### src/rtl/opt_pkg.sv
// Shared definitions for the single-phase target.
// Assumes a 4-bit command field carried on the byte-enable lines.
package opt_pkg;

    typedef enum logic [2:0] {
        ST_IDLE,   // waiting for a new address phase
        ST_CLAIM,  // claimed, waiting to issue the slow-bus request
        ST_WAIT,   // slow-bus request outstanding, ready withheld
        ST_DATA,   // ready and stop driven together
        ST_HOLD    // word moved, stop held until frame ends
    } opt_state_e;

    localparam logic [3:0] CMD_IO_RD   = 4'b0010;
    localparam logic [3:0] CMD_IO_WR   = 4'b0011;
    localparam logic [3:0] CMD_MEM_RD  = 4'b0110;
    localparam logic [3:0] CMD_MEM_WR  = 4'b0111;
    localparam logic [3:0] CMD_MEM_RDM = 4'b1100;
    localparam logic [3:0] CMD_MEM_RDL = 4'b1110;
    localparam logic [3:0] CMD_MEM_WRI = 4'b1111;

endpackage

### src/rtl/opt_decode.sv
// Address-phase decoder: decides whether a command/address pair is claimed.
// Assumes window sizes are powers of two and bases are aligned to them.
module opt_decode
    import opt_pkg::*;
#(
    parameter int              AD_W         = 32,
    parameter int              BE_W         = 4,
    parameter logic [AD_W-1:0] MEM_BASE     = 32'h8000_0000,
    parameter int              MEM_WIN_LOG2 = 16,
    parameter logic [AD_W-1:0] IO_BASE      = 32'h0000_1000,
    parameter int              IO_WIN_LOG2  = 8
) (
    input  logic [AD_W-1:0] addr,
    input  logic [BE_W-1:0] cmd,
    output logic            hit,
    output logic            is_write,
    output logic            is_io
);
    localparam logic [AD_W-1:0] MEM_MASK = ~((AD_W'(1) << MEM_WIN_LOG2) - AD_W'(1));
    localparam logic [AD_W-1:0] IO_MASK  = ~((AD_W'(1) << IO_WIN_LOG2) - AD_W'(1));

    logic mem_cmd, io_cmd, mem_in, io_in;

    // Classify the command into memory, I/O or unsupported.
    always_comb begin
        mem_cmd = 1'b0;
        io_cmd  = 1'b0;
        case (cmd)
            CMD_IO_RD, CMD_IO_WR:                               io_cmd  = 1'b1;
            CMD_MEM_RD, CMD_MEM_WR, CMD_MEM_RDM,
            CMD_MEM_RDL, CMD_MEM_WRI:                           mem_cmd = 1'b1;
            default: ;
        endcase
    end

    // Compare the address against each window.
    always_comb begin
        mem_in = ((addr ^ MEM_BASE) & MEM_MASK) == '0;
        io_in  = ((addr ^ IO_BASE) & IO_MASK) == '0;
    end

    assign hit      = (mem_cmd && mem_in) || (io_cmd && io_in);
    assign is_write = cmd[0];
    assign is_io    = io_cmd;

endmodule

### src/rtl/opt_parity.sv
// Parity generator and checker. Generates even parity for driven read data
// one clock late, and checks sampled address/write phases one clock late.
// Assumes the caller arms a check on exactly the clock the phase is sampled.
module opt_parity #(
    parameter int AD_W = 32,
    parameter int BE_W = 4
) (
    input  logic            clk,
    input  logic            rst_n,
    input  logic [AD_W-1:0] bus_ad,
    input  logic [BE_W-1:0] bus_cmd_be,
    input  logic            bus_par,
    input  logic            chk_arm,
    input  logic            perr_en,
    input  logic [AD_W-1:0] gen_data,
    input  logic            gen_oe,
    output logic            par_out,
    output logic            par_oe,
    output logic            perr
);
    logic exp_q, arm_q;

    // Generate parity for the word driven this clock, valid next clock.
    always_ff @(posedge clk) begin
        if (!rst_n) begin
            par_out <= 1'b0;
            par_oe  <= 1'b0;
        end else begin
            par_out <= ^{gen_data, bus_cmd_be};
            par_oe  <= gen_oe;
        end
    end

    // Remember the expected parity of a sampled phase for next-clock check.
    always_ff @(posedge clk) begin
        if (!rst_n) begin
            exp_q <= 1'b0;
            arm_q <= 1'b0;
        end else begin
            exp_q <= ^{bus_ad, bus_cmd_be};
            arm_q <= chk_arm;
        end
    end

    // Compare the incoming parity bit and raise a one-clock error pulse.
    always_ff @(posedge clk) begin
        if (!rst_n) perr <= 1'b0;
        else        perr <= arm_q && perr_en && (bus_par != exp_q);
    end

endmodule

### src/rtl/opt_seq.sv
// Cycle sequencer: claims decoded cycles, issues one slow-bus request,
// then drives ready and stop together so that only one word moves.
// Assumes the slow bus raises sb_ack only while sb_valid is high.
module opt_seq
    import opt_pkg::*;
#(
    parameter int AD_W = 32,
    parameter int BE_W = 4
) (
    input  logic            clk,
    input  logic            rst_n,
    input  logic            bus_frame_n,
    input  logic            ini_ready_n,
    input  logic [AD_W-1:0] bus_ad,
    input  logic [BE_W-1:0] bus_cmd_be,
    input  logic            dec_hit,
    input  logic            dec_write,
    input  logic            dec_io,
    input  logic            sb_ack,
    input  logic [AD_W-1:0] sb_rdata,
    output logic            tgt_claim_n,
    output logic            tgt_ready_n,
    output logic            tgt_stop_n,
    output logic [AD_W-1:0] ad_out,
    output logic            ad_oe,
    output logic            chk_arm,
    output logic            sb_valid,
    output logic            sb_write,
    output logic            sb_io,
    output logic [AD_W-1:0] sb_addr,
    output logic [AD_W-1:0] sb_wdata,
    output logic [BE_W-1:0] sb_be
);
    opt_state_e state;
    logic       frame_q;
    logic       start;

    assign start   = (state == ST_IDLE) && !bus_frame_n && frame_q;
    assign chk_arm = (start && dec_hit) ||
                     ((state == ST_CLAIM) && sb_write && !ini_ready_n);

    // Track the previous frame level to find the address phase.
    always_ff @(posedge clk) begin
        if (!rst_n) frame_q <= 1'b1;
        else        frame_q <= bus_frame_n;
    end

    // Main state machine and registered bus/slow-bus outputs.
    always_ff @(posedge clk) begin
        if (!rst_n) begin
            state       <= ST_IDLE;
            tgt_claim_n <= 1'b1;
            tgt_ready_n <= 1'b1;
            tgt_stop_n  <= 1'b1;
            ad_out      <= '0;
            ad_oe       <= 1'b0;
            sb_valid    <= 1'b0;
            sb_write    <= 1'b0;
            sb_io       <= 1'b0;
            sb_addr     <= '0;
            sb_wdata    <= '0;
            sb_be       <= '0;
        end else begin
            case (state)
                ST_IDLE: begin
                    if (start && dec_hit) begin
                        tgt_claim_n <= 1'b0;
                        sb_addr     <= bus_ad;
                        sb_write    <= dec_write;
                        sb_io       <= dec_io;
                        state       <= ST_CLAIM;
                    end
                end
                ST_CLAIM: begin
                    if (!sb_write || !ini_ready_n) begin
                        sb_be    <= bus_cmd_be;
                        sb_wdata <= bus_ad;
                        sb_valid <= 1'b1;
                        state    <= ST_WAIT;
                    end
                end
                ST_WAIT: begin
                    if (sb_ack) begin
                        sb_valid    <= 1'b0;
                        tgt_ready_n <= 1'b0;
                        tgt_stop_n  <= 1'b0;
                        if (!sb_write) begin
                            ad_out <= sb_rdata;
                            ad_oe  <= 1'b1;
                        end
                        state <= ST_DATA;
                    end
                end
                ST_DATA: begin
                    if (!ini_ready_n) begin
                        tgt_ready_n <= 1'b1;
                        ad_oe       <= 1'b0;
                        if (bus_frame_n) begin
                            tgt_stop_n  <= 1'b1;
                            tgt_claim_n <= 1'b1;
                            state       <= ST_IDLE;
                        end else begin
                            state <= ST_HOLD;
                        end
                    end
                end
                ST_HOLD: begin
                    if (bus_frame_n) begin
                        tgt_stop_n  <= 1'b1;
                        tgt_claim_n <= 1'b1;
                        state       <= ST_IDLE;
                    end
                end
                default: state <= ST_IDLE;
            endcase
        end
    end

endmodule

### src/rtl/onephase_target.sv
// Top level of the single-phase target: decoder, sequencer and parity unit.
// Assumes BE_W is 4 so the command fits the byte-enable lines.
module onephase_target #(
    parameter int              AD_W         = 32,
    parameter int              BE_W         = 4,
    parameter logic [AD_W-1:0] MEM_BASE     = 32'h8000_0000,
    parameter int              MEM_WIN_LOG2 = 16,
    parameter logic [AD_W-1:0] IO_BASE      = 32'h0000_1000,
    parameter int              IO_WIN_LOG2  = 8
) (
    input  logic            clk,
    input  logic            rst_n,
    input  logic            bus_frame_n,
    input  logic            ini_ready_n,
    input  logic [AD_W-1:0] bus_ad,
    input  logic [BE_W-1:0] bus_cmd_be,
    input  logic            bus_par,
    input  logic            perr_en,
    output logic            tgt_claim_n,
    output logic            tgt_ready_n,
    output logic            tgt_stop_n,
    output logic [AD_W-1:0] ad_out,
    output logic            ad_oe,
    output logic            par_out,
    output logic            par_oe,
    output logic            perr,
    output logic            sb_valid,
    output logic            sb_write,
    output logic            sb_io,
    output logic [AD_W-1:0] sb_addr,
    output logic [AD_W-1:0] sb_wdata,
    output logic [BE_W-1:0] sb_be,
    input  logic            sb_ack,
    input  logic [AD_W-1:0] sb_rdata
);
    logic dec_hit, dec_write, dec_io, chk_arm;

    // Address-phase decode.
    opt_decode #(
        .AD_W(AD_W), .BE_W(BE_W),
        .MEM_BASE(MEM_BASE), .MEM_WIN_LOG2(MEM_WIN_LOG2),
        .IO_BASE(IO_BASE), .IO_WIN_LOG2(IO_WIN_LOG2)
    ) u_dec (
        .addr(bus_ad), .cmd(bus_cmd_be),
        .hit(dec_hit), .is_write(dec_write), .is_io(dec_io)
    );

    // Cycle sequencing and slow-bus request.
    opt_seq #(.AD_W(AD_W), .BE_W(BE_W)) u_seq (
        .clk(clk), .rst_n(rst_n),
        .bus_frame_n(bus_frame_n), .ini_ready_n(ini_ready_n),
        .bus_ad(bus_ad), .bus_cmd_be(bus_cmd_be),
        .dec_hit(dec_hit), .dec_write(dec_write), .dec_io(dec_io),
        .sb_ack(sb_ack), .sb_rdata(sb_rdata),
        .tgt_claim_n(tgt_claim_n), .tgt_ready_n(tgt_ready_n), .tgt_stop_n(tgt_stop_n),
        .ad_out(ad_out), .ad_oe(ad_oe), .chk_arm(chk_arm),
        .sb_valid(sb_valid), .sb_write(sb_write), .sb_io(sb_io),
        .sb_addr(sb_addr), .sb_wdata(sb_wdata), .sb_be(sb_be)
    );

    // Parity generation and checking.
    opt_parity #(.AD_W(AD_W), .BE_W(BE_W)) u_par (
        .clk(clk), .rst_n(rst_n),
        .bus_ad(bus_ad), .bus_cmd_be(bus_cmd_be), .bus_par(bus_par),
        .chk_arm(chk_arm), .perr_en(perr_en),
        .gen_data(ad_out), .gen_oe(ad_oe),
        .par_out(par_out), .par_oe(par_oe), .perr(perr)
    );

endmodule

### config.mk
export PLATFORM = sky130hd
export DESIGN_NAME = onephase_target
export DESIGN_NICKNAME = d
export VERILOG_FILES = /design/src/rtl/opt_pkg.sv /design/src/rtl/opt_decode.sv /design/src/rtl/opt_parity.sv /design/src/rtl/opt_seq.sv /design/src/rtl/onephase_target.sv
export SDC_FILE = /design/constraint.sdc
export NUM_CORES = 1
export LEC_CHECK = 0
export BUFFER_PORTS_ARGS = -buffer_cell sky130_fd_sc_hd__buf_4
export CORE_MARGIN = 2
export CORE_UTILIZATION = 30
export DETAILED_ROUTE_END_ITERATION = 6
export GPL_TIMING_DRIVEN = 0
export PLACE_DENSITY_LB_ADDON = 0.08
export SETUP_SLACK_MARGIN = 0.3
export SKIP_LAST_GASP = 1
export SYNTH_ARGS = -nofsm -noshare
export SYNTH_HDL_FRONTEND = slang
export SYNTH_SLANG_ARGS = --single-unit
### constraint.sdc
create_clock -name clk -period 1.8 [get_ports clk]
set_input_delay 0.36 -clock clk [delete_from_list [all_inputs] [get_ports clk]]
set_output_delay 0.36 -clock clk [all_outputs]
set_load 0.01 [all_outputs]
==> flow_summary.yaml, run 1 <==
clocking:
  clk_latency_ns: 0.41
  clk_pin_slew_ns: 0.05
  cts_htree_levels: 4
  clock_sinks: 116
  clockBufferDepth: 2
  cts_tree: "done"
  clockRootBuffer: "clkbuf_16"
  holdBufCountCts: 0
  cts-buffers-inserted: 17
drt:
  final_antenna_net_count: 0
  drt_wl_total_mm: 16.4
  vias: 4819
  drt-initial-drc-count: 135
  drc: 0
  wl_per_cell_um: 15.5
  first_pass_iters: 4
  avgViaCountPerCell: 4.54
global_route:
  grt_start_max_net_pins: 17
  grt-ovfl-total: 0
  grt_pass1_wl_mm: 24.4
  antenna_found_initial: 0
  grt_use_total_pct: 18.0
  grt_pass1_vias: 4650
timing:
  setup_violations: 0
  timing.fmax_ghz: 0.628
  fin_worst_skew_ns: 0.00520
  slew_viol_final: 0
  finalHoldViolations: 0
  rsz0062_at_grt: "yes"
  fin_crit_sh_pct: 88.5
  fin_crit_ns: 1.59
  slew-limit-headroom_pct: 43.8
  worst_pin_slew_ns: 0.843
logic_synthesis:
  yosysUniqueCellTypes: 29
  synthAdderAreaFrac_pct: 4.86
  ys.flop_type: "dfxtp_1"
  synth.area.top_cells: "dfxtp_1 47%, nand2_1 16%, a21oi_1 11%, xnor2_1 7.2%, ha_1 4.9%"
  netlist_instances: 608
  syn_avg_cell_area_um2: 8.05
  netlist.area_leader.share_pct: 47.5
  synth_compound_area_share_pct: 12.2
  ys_seq_area_share_pct: 47.5
  synthMuxAreaShare_pct: 0.205
  synthTopCellsByCount: "213 x nand2_1, 116 x dfxtp_1, 106 x a21oi_1"
  syn_nets: 702
  synth_edf_count: 0
  yosysTopAreaCell: "dfxtp_1"
  yosys_warnings: 0
  synth_top_family_by_area: "simple AND/OR/NAND/NOR gates"
  synth-seq-cells: 116
  synth.most_common_cell: "nand2_1"
  synthArstFlopShare_pct: 0
  yosys.area_share.xor_xnor_pct: 9.95
  synthSimpleGateAreaFrac_pct: 20.1
  syn-cell-area_um2: 4890
layout:
  num-nets-final: 929
  drive_above_1_share_pct: 51.2
  final_cells: 1062
  nFillCells: 1534
  area_growth_pct: 75.5
  n_antenna_cell: 0
  ff_latch_area_um2: 2350
  multi_input_area_um2: 3180
power_and_ir_drop:
  vdd_drop_max_v: 0.000721
  p_total_uw: 6460
  power_density_nw_per_um2: 753
  p_leak_uw: 0.00353
placement:
  io_buffers: 183
  place_congestion: 0.746
  dp_hpwl_mm: 11.5
  dp_cells: 1007
die:
  core_area_um2: 15900
  die_h_um: 132
  rows: 46
  dieArea_um2: 17300
  num_io_pins: 185
  die_x_um: 132
  start_util_pct: 30.8
critical_path:
  arrival_ns: 1.93
  criticalPathCategory: "in -> reg"
  worstPathRequired_ns: 2.14
  r2r_slack_ns: 0.23
  crit_fanout: 5
  cp-end-kind: "register"
  cp-start-kind: "primary input"
min_path:
  min-delay-path-class: "in -> reg"
run_status:
  status: "finished, final reports clean"
flow_run:
  max-cap-violations: 0
## worst max-delay path, cell delays in order
cell,delay (ns)
buf_4,0.14
inv_6,0.05
ha_4,0.11
and4b_1,0.23
and4b_1,0.24
and4_4,0.28
clkbuf_16,0.16
clkbuf_16,0.14
nand2_1,0.07
a21oi_2,0.13
## per-layer routing
metal,up-vias,track usage (%),wire length [um]
met3,24,6.37,1050
met5,-,0,0
met1,2236,21.5,6950
met2,146,29.8,8080
met4,0,6.52,349
li1,2413,-,-
## state kept, by name, summed over array words and instances (netlist names)
register and cells:
u_par.par_out 1, u_seq.ad_out 32, u_seq.sb_wdata 32, u_seq.tgt_ready_n 1, u_par.par_oe 1, u_seq.sb_be 4, u_seq.tgt_stop_n 1, u_seq.sb_valid 1
u_seq.sb_addr 32, u_seq.ad_oe 1, u_seq.sb_write 1, u_par.exp_q 1, u_par.perr 1, u_par.arm_q 1, u_seq.sb_io 1, u_seq.frame_q 1
u_seq.state 3, u_seq.tgt_claim_n 1
## placed cells by master (no fill, tap or decap), types with 5 or more instances in the layout
cell and instances:
nor2_1 8, buf_8 10, nand2_1 150, inv_4 5, ha_1 5, dfxtp_2 10
inv_1 6, a21oi_1 66, buf_6 11, clkbuf_16 26, nand2_4 40, xnor2_1 29
nand2_2 23, clkbuf_2 6, a21oi_2 40, xnor2_2 10, inv_2 13, dfxtp_1 103
clkbuf_1 13, buf_12 5, buf_4 188, ha_4 14
## worst paths after layout
path,start,depth (start not counted),end
min,sb_rdata[16],3,u_seq.ad_out[16]$_SDFFE_PN0P_
max reg2reg,u_seq.ad_out[14]$_SDFFE_PN0P_,5,u_par.par_out$_SDFF_PN0_
min reg2reg,u_seq.sb_io$_SDFFE_PN0P_,2,u_seq.sb_io$_SDFFE_PN0P_
max,bus_ad[19],10,u_seq.sb_addr[24]$_SDFFE_PN0P_
## through the flow
step / setup slack (ns) / util, % / setup TNS [ns] / instance area, um2 / hold WS [ns]
after global placement: -0.640 / 42.4 / -27.50 / 6730 / 0.433
final: 0.207 / 54.0 / 0 / 8590 / 0.191
after global routing: 0.142 / 54.0 / 0 / 8590 / 0.182
after detailed placement: -0.634 / 42.4 / -26.42 / 6730 / 0.437
after floorplan: 0.138 / - / 0 / 5090 / 0.421
after CTS: 0.205 / 47.3 / 0 / 7510 / 0.174
## repair_timing
action / in CTS / in global routing
gates cloned: 1 / 9
pin swaps: 9 / 92
resized for setup: 49 / 213
setup endpoints to repair: 105 / 96
buffers inserted: 11 / 4
## power by group
part / total (uW) / leakage (uW) / switching (uW) / internal (uW)
combinational: 744 / 0.00231 / 334 / 410
clock: 3130 / 0.000273 / 1120 / 2020
sequential: 2590 / 0.000942 / 4.18 / 2580
## final cells by class
type / count / share of cell area [%]
buffer: 33 / 3.64
clock buffer: 25 / 5.77
clock inverter: 5 / 0.583
inverter: 28 / 1.78
multi-input combinational: 431 / 37.0
sequential: 116 / 27.3
tap: 216 / 3.15
timing repair buffer: 208 / 20.7
## cells by family (layout without fill, tap and decap cells)
| logic type | after synthesis | in the layout |
|---|---|---|
| xor+xnor | 50 | 50 |
| flops | 116 | 116 |
| fa+ha+maj | 19 | 19 |
| mux | 1 | 1 |
| compound gates | 116 | 116 |
| simple gates | 245 | 245 |
| buf+inv | 61 | 299 |
Power figures use the tool's default switching activity.
==> run 2: changes to the inputs <==
--- a/config.mk
+++ b/config.mk
@@ -7,7 +7,7 @@
 export LEC_CHECK = 0
 export BUFFER_PORTS_ARGS = -buffer_cell sky130_fd_sc_hd__buf_4
 export CORE_MARGIN = 2
-export CORE_UTILIZATION = 30
+export CORE_UTILIZATION = 44
 export DETAILED_ROUTE_END_ITERATION = 6
 export GPL_TIMING_DRIVEN = 0
 export PLACE_DENSITY_LB_ADDON = 0.08
==> run 2 against run 1 <==
  * First-iteration DRC count up 55%
  * Critical path depth down 5
  * Highest routed layer unchanged
  * Core utilization up 25 points
  * Sequential share of layout area up 0.10 points
  * Largest cell class unchanged
  * Worst setup slack worse by 0.033 ns
  * Non-clock buffer count down 1
  * Via count up 1.7%
  * Sequential power about the same
  * Wire length down 3.4%
  * Worst hold slack worse by 0.088 ns
  * Count of clock-buffer cells in the layout down 4
==> flow_summary.yaml, run 2 (synthesis results as in run 1) <==
timing:
  setup_slack_ns: 0.174
  worst_pin_slew_ns: 0.785
  fin_crit_ns: 1.63
  rsz0062_at_grt: "yes"
  slew_viol_final: 0
  setup_violations: 0
  fin_crit_sh_pct: 90.3
  slew-limit-headroom_pct: 47.7
  fin_worst_skew_ns: 0.00813
  timing.hold.ws_ns: 0.103
  finalHoldViolations: 0
  timing.fmax_ghz: 0.615
die:
  start_util_pct: 45.1
  core_area_um2: 10800
  rows: 38
  num_io_pins: 185
  die_x_um: 109
  dieArea_um2: 12000
  die_h_um: 109
layout:
  n_antenna_cell: 0
  area_growth_pct: 74.5
  layout_common_cells: "188 x buf_4, 131 x nand2_1, 106 x dfxtp_1, 56 x a21oi_2, 52 x nand2_4"
  num-nets-final: 928
  largestRegisters: "u_seq.ad_out x32, u_seq.sb_addr x32, u_seq.sb_wdata x32"
  multi_input_area_um2: 3290
  drive_above_1_share_pct: 54.8
  nFillCells: 717
  final_common_cell: "buf_4"
  ff_latch_area_um2: 2340
  final_cells: 986
clocking:
  cts_htree_levels: 4
  clockBufferDepth: 2
  clockRootBuffer: "clkbuf_8"
  clock_sinks: 116
  cts_tree: "done"
  clk_pin_slew_ns: 0.05
  cts-buffers-inserted: 17
  holdBufCountCts: 0
  clk_latency_ns: 0.50
critical_path:
  worstPathRequired_ns: 2.19
  cp-end-kind: "register"
  critPathMaxStageDelay_ns: 0.44
  crit_fanout: 3
  cp-start-kind: "register"
  crit_slowest_cell: "dfxtp_1"
  cp_common_cell: "xnor2_1"
  crit_path_cell_trace: "xor2_1 -> xnor2_1 -> xnor2_1 -> xnor3_1 -> mux2i_1"
  criticalPathCategory: "reg -> reg"
  arrival_ns: 2.01
placement:
  io_buffers: 183
  dp_cells: 931
  place_congestion: 0.752
  pre_cts_ws_ns: -0.595
  dp_hpwl_mm: 10.3
drt:
  drt-initial-drc-count: 209
  wl_per_cell_um: 16.1
  top_layer: "met4"
  drc: 0
  drt_wl_total_mm: 15.9
  met2_length_mm: 8.35
  wl_met3_um: 970
  first_pass_iters: 4
  wl_met1_mm: 6.38
  avgViaCountPerCell: 4.97
  final_antenna_net_count: 0
  vias: 4903
global_route:
  grt_use_total_pct: 22.8
  antenna_found_initial: 0
  grt_start_max_net_pins: 17
  grt-ovfl-total: 0
  grt_pass1_vias: 4425
  grt_pass1_wl_mm: 21.0
power_and_ir_drop:
  p_leak_uw: 0.00351
  power_density_nw_per_um2: 717
  netSwitchingFraction_pct: 23.7
  vdd_drop_max_v: 0.000495
  p_sw_uw: 1450
  combPwrFrac_pct: 11.0
  clkPwrFrac_pct: 46.8
  power_frac_seq_pct: 42.2
  p_int_uw: 4670
run_status:
  status: "finished, final reports clean"
flow_run:
  max-cap-violations: 0
min_path:
  min-delay-path-class: "in -> reg"
-- run 2: cell count changes in the layout (fill, tap and decap cells not counted), moves of 7 or more --
cell | before | now
nand2_1 | 150 | 131
a21oi_1 | 66 | 50
a21oi_2 | 40 | 56
nand2_4 | 40 | 52
nand2_2 | 23 | 30
-- run 2: critical path, delay by kind of cell (launching register included) --
family    cells  cell delay [ns]
flops         1             0.44
mux           1             0.13
xor+xnor      4             0.95
-- run 2: power groups by stage --
stage / Combinational [uW] / Sequential [uW] / Clock (uW)
6_report: 672 / 2580 / 2870
5_1_grt: 723 / 2580 / 3030
4_1_cts: 591 / 2590 / 2910
3_5_place_dp: 577 / 2640 / 0
3_3_place_gp: 572 / 2640 / 0
2_1_floorplan: 325 / 2640 / 0
-- run 2: worst paths after layout --
path	start	endpoint	slack (ns)	cells after the start
setup reg to reg	u_seq.ad_out[31]$_SDFFE_PN0P_	u_par.par_out$_SDFF_PN0_	0.17	5
setup / recovery	u_seq.ad_out[31]$_SDFFE_PN0P_	u_par.par_out$_SDFF_PN0_	0.17	5
hold / removal	perr_en	u_par.perr$_SDFF_PN0_	0.10	3
hold reg to reg	u_par.arm_q$_SDFF_PN0_	u_par.perr$_SDFF_PN0_	0.44	2
-- run 2: repair_timing --
item	in CTS	in global routing
pin swaps	6	108
buffers inserted	8	6
resized for setup	31	267
setup endpoints to repair	100	98
gates cloned	0	10
-- run 2: final cells by class --
cell class	count	area share, %
clock inverter	10	0.703
buffer	33	3.40
tap	140	2.05
timing repair buffer	207	20.8
clock buffer	21	5.26
inverter	28	1.88
sequential	116	27.4
multi-input combinational	431	38.5
-- run 2: per-stage QoR --
step	instance area (um2)	total power, uW	setup TNS, ns	utilization (%)
3_3_place_gp	6640	3220	-19.68	61.2
3_5_place_dp	6640	3220	-21.77	61.2
5_1_grt	8540	6340	0	78.8
6_report	8540	6130	0	78.8
4_1_cts	7290	6090	0	67.2
2_1_floorplan	5090	2970	0	-
-- run 2: metal layers --
layer,up-vias,global-route usage (%)
met5,-,0
met4,0,7.69
met3,15,6.76
met2,150,39.4
met1,2329,26.9
li1,2409,-
==> run 3: changes to the inputs <==
--- a/config.mk
+++ b/config.mk
@@ -5,9 +5,11 @@
 export SDC_FILE = /design/constraint.sdc
 export NUM_CORES = 1
 export LEC_CHECK = 0
+export ABC_AREA = 1
 export BUFFER_PORTS_ARGS = -buffer_cell sky130_fd_sc_hd__buf_4
 export CORE_MARGIN = 2
-export CORE_UTILIZATION = 44
+export CORE_UTILIZATION = 45
+export CTS_BUF_LIST = sky130_fd_sc_hd__clkbuf_8 sky130_fd_sc_hd__clkbuf_16
 export DETAILED_ROUTE_END_ITERATION = 6
 export GPL_TIMING_DRIVEN = 0
 export PLACE_DENSITY_LB_ADDON = 0.08
==> run 3 against run 2 <==
  * Worst setup slack better by 0.16 ns
  * Largest power group is now combinational logic
  * Critical path depth increased by 6
  * Maximum frequency is 11% higher
  * First-iteration DRC count increased by 51%
  * Synthesized area is 13% higher
  * Count of clock-buffer cells in the layout decreased by 1
  * Final area shrank 4.7%
  * Non-clock buffer count fell by 13
  * Sequential share of layout area increased by 1.3 points
  * Final cell count is 12% higher
  * Wire length rose by 1.6%
==> flow_summary.yaml, run 3 <==
run_status:
  status: "finished, final reports clean"
critical_path:
  criticalPathCategory: "reg -> reg"
  r2r_slack_ns: 0.33
  reg2reg_to: "u_seq.ad_out[23]$_SDFFE_PN0P_"
  arrival_ns: 1.77
  cp-start-kind: "register"
  r2r_start: "u_seq.state[0]$_SDFFE_PN0P_"
  worstPathRequired_ns: 2.10
  cp-end-kind: "register"
  crit_fanout: 10
  ff2ff_path_depth: 11
timing:
  timing.fmax_ghz: 0.680
  fin_crit_sh_pct: 81.7
  worst_pin_slew_ns: 0.594
  fin_worst_skew_ns: 0.0110
  slew_viol_final: 0
  rsz0062_at_grt: "yes"
  finalHoldViolations: 0
  fin_crit_ns: 1.47
  setup_violations: 0
  slew-limit-headroom_pct: 60.4
  setup_slack_ns: 0.329
logic_synthesis:
  synthArstFlopShare_pct: 0
  synth.area.top_cells: "dfxtp_1 42%, nand2_1 9.2%, nor2_1 6.3%, o21ai_0 6.0%, inv_1 4.8%"
  netlist.area_leader.share_pct: 42.0
  yosysTopAreaCell: "dfxtp_1"
  synth-seq-cells: 116
  yosysUniqueCellTypes: 38
  synthTopCellsByCount: "136 x nand2_1, 116 x dfxtp_1, 93 x nor2_1"
  ys_seq_area_share_pct: 42.0
  netlist_instances: 733
  syn-cell-area_um2: 5530
  ys.flop_type: "dfxtp_1"
  syn_nets: 827
  synth.most_common_cell: "nand2_1"
  synth_edf_count: 0
  yosys_warnings: 0
  syn_avg_cell_area_um2: 7.54
power_and_ir_drop:
  vdd_drop_max_v: 0.000899
  power_density_nw_per_um2: 1330
  p_leak_uw: 0.00389
min_path:
  min_from: "sb_rdata[19]"
  holdPathEnd: "u_seq.ad_out[19]$_SDFFE_PN0P_"
  hold_depth: 3
  min-delay-path-class: "in -> reg"
drt:
  wl_per_cell_um: 14.6
  first_pass_iters: 4
  drc: 0
  drt-initial-drc-count: 315
  avgViaCountPerCell: 4.99
  final_antenna_net_count: 0
  drt_wl_total_mm: 16.1
  vias: 5502
clocking:
  cts_htree_levels: 4
  clockBufferDepth: 2
  clk_latency_ns: 0.42
  clock_sinks: 116
  cts_tree: "done"
  clk_pin_slew_ns: 0.05
  clockRootBuffer: "clkbuf_16"
  cts-buffers-inserted: 17
global_route:
  grt_use_total_pct: 23.9
  grt_pass1_vias: 5226
  grt-ovfl-total: 0
  antenna_found_initial: 0
  grt_pass1_wl_mm: 24.7
  use_met3_pct: 7.01
  grt_start_max_net_pins: 17
  met2_usage_pct: 42.2
  gr-usage-met1_pct: 27.2
  grt.busiest_layer: "met2"
layout:
  n_antenna_cell: 0
  stdcell_area_um2: 8140
  final_cells: 1102
  ff_latch_area_um2: 2340
  final_common_cell: "buf_4"
  drive_above_1_share_pct: 37.9
  multi_input_area_um2: 3000
  num-nets-final: 1039
  layout_common_cells: "193 x buf_4, 129 x nand2_1, 104 x dfxtp_1, 88 x nor2_1, 62 x o21ai_0"
  area_growth_pct: 47.3
  largestRegisters: "u_seq.ad_out x32, u_seq.sb_addr x32, u_seq.sb_wdata x32"
  nFillCells: 1028
placement:
  place_congestion: 0.815
  placed_area_um2: 7240
  dp_cells: 1063
  io_buffers: 183
  pre_cts_ws_ns: -0.165
  dp_hpwl_mm: 11.8
die:
  dieArea_um2: 13200
  die_x_um: 115
  core_area_um2: 12000
  num_io_pins: 185
  rows: 40
  die_h_um: 115
  start_util_pct: 46.0
flow_run:
  max-cap-violations: 0
## run 3: cells by family (layout without fill, tap and decap cells)
family                     Yosys count  in the layout  share of synthesized area, %
AOI/OAI and AO/OA                  182            182                          18.4
xor gates and xnor gates            42             42                          6.65
adders and majority gates           19             19                          4.30
buffers and inverters              113            335                          9.44
DFF                                116            116                          42.0
and+or+nand+nor                    261            261                          19.1
## run 3: metrics by stage
step / total power [uW] / hold WS [ns] / util (%) / setup TNS [ns]
final: 10800 / 0.167 / 67.8 / 0
after floorplan: 5870 / 0.425 / - / 0
after detailed placement: 7340 / 0.436 / 60.2 / -3.56
after global routing: 11500 / 0.165 / 67.8 / 0
after global placement: 7190 / 0.436 / 60.2 / -3.25
after CTS: 10500 / 0.153 / 65.0 / 0
## run 3: worst max path at each step
| stage | depth (start not counted) | start | slack, ns | end |
|---|---|---|---|---|
| floorplan | 12 | bus_ad[23] | 0.23 | u_par.exp_q$_SDFF_PN0_ |
| global placement | 8 | bus_ad[10] | -0.13 | u_seq.sb_addr[12]$_SDFFE_PN0P_ |
| detailed placement | 15 | bus_cmd_be[3] | -0.17 | u_par.exp_q$_SDFF_PN0_ |
| CTS | 9 | u_seq.state[0]$_SDFFE_PN0P_ | 0.29 | u_seq.sb_wdata[17]$_SDFFE_PN0P_ |
| global route | 10 | u_seq.state[0]$_SDFFE_PN0P_ | 0.18 | u_seq.ad_out[26]$_SDFFE_PN0P_ |
| finish | 11 | u_seq.state[0]$_SDFFE_PN0P_ | 0.33 | u_seq.ad_out[23]$_SDFFE_PN0P_ |
## run 3: power by group
group	switching (uW)	internal [uW]	total [uW]
clock	1140	1950	3090
sequential	386	3110	3500
combinational	2340	1920	4260
total	3860	6980	10800
## run 3: critical path, stage by stage (launching register included)
cell and delay, ns:
dfxtp_2 0.33, nor2_4 0.13, inv_2 0.05, nor2_4 0.10, inv_2 0.06, nor2_2 0.09
inv_2 0.06, nor2_4 0.12, inv_4 0.09, buf_6 0.15, o21ai_1 0.12, a21oi_1 0.06
## run 3: layout make-up
type / count / area share, %
Multi-Input combinational cell: 504 / 36.9
Sequential cell: 116 / 28.8
Timing Repair Buffer: 193 / 18.2
Clock buffer: 20 / 5.73
Inverter: 79 / 4.01
Buffer: 34 / 3.33
Tap cell: 147 / 2.26
Clock inverter: 9 / 0.815
## run 3: routing by layer
| layer | up-vias | wire length (um) |
|---|---|---|
| met5 | - | 0 |
| met2 | 164 | 8230 |
| met4 | 0 | 369 |
| met1 | 2527 | 6550 |
| met3 | 32 | 985 |
| li1 | 2779 | - |
## run 3: timing repair
action                     in CTS  in global routing
gates resized for setup         8                 82
setup endpoints to repair      59                106
buffers inserted                1                  8
pin swaps                       1                 11
gates cloned                    0                  1
hold buffers                    0                  0
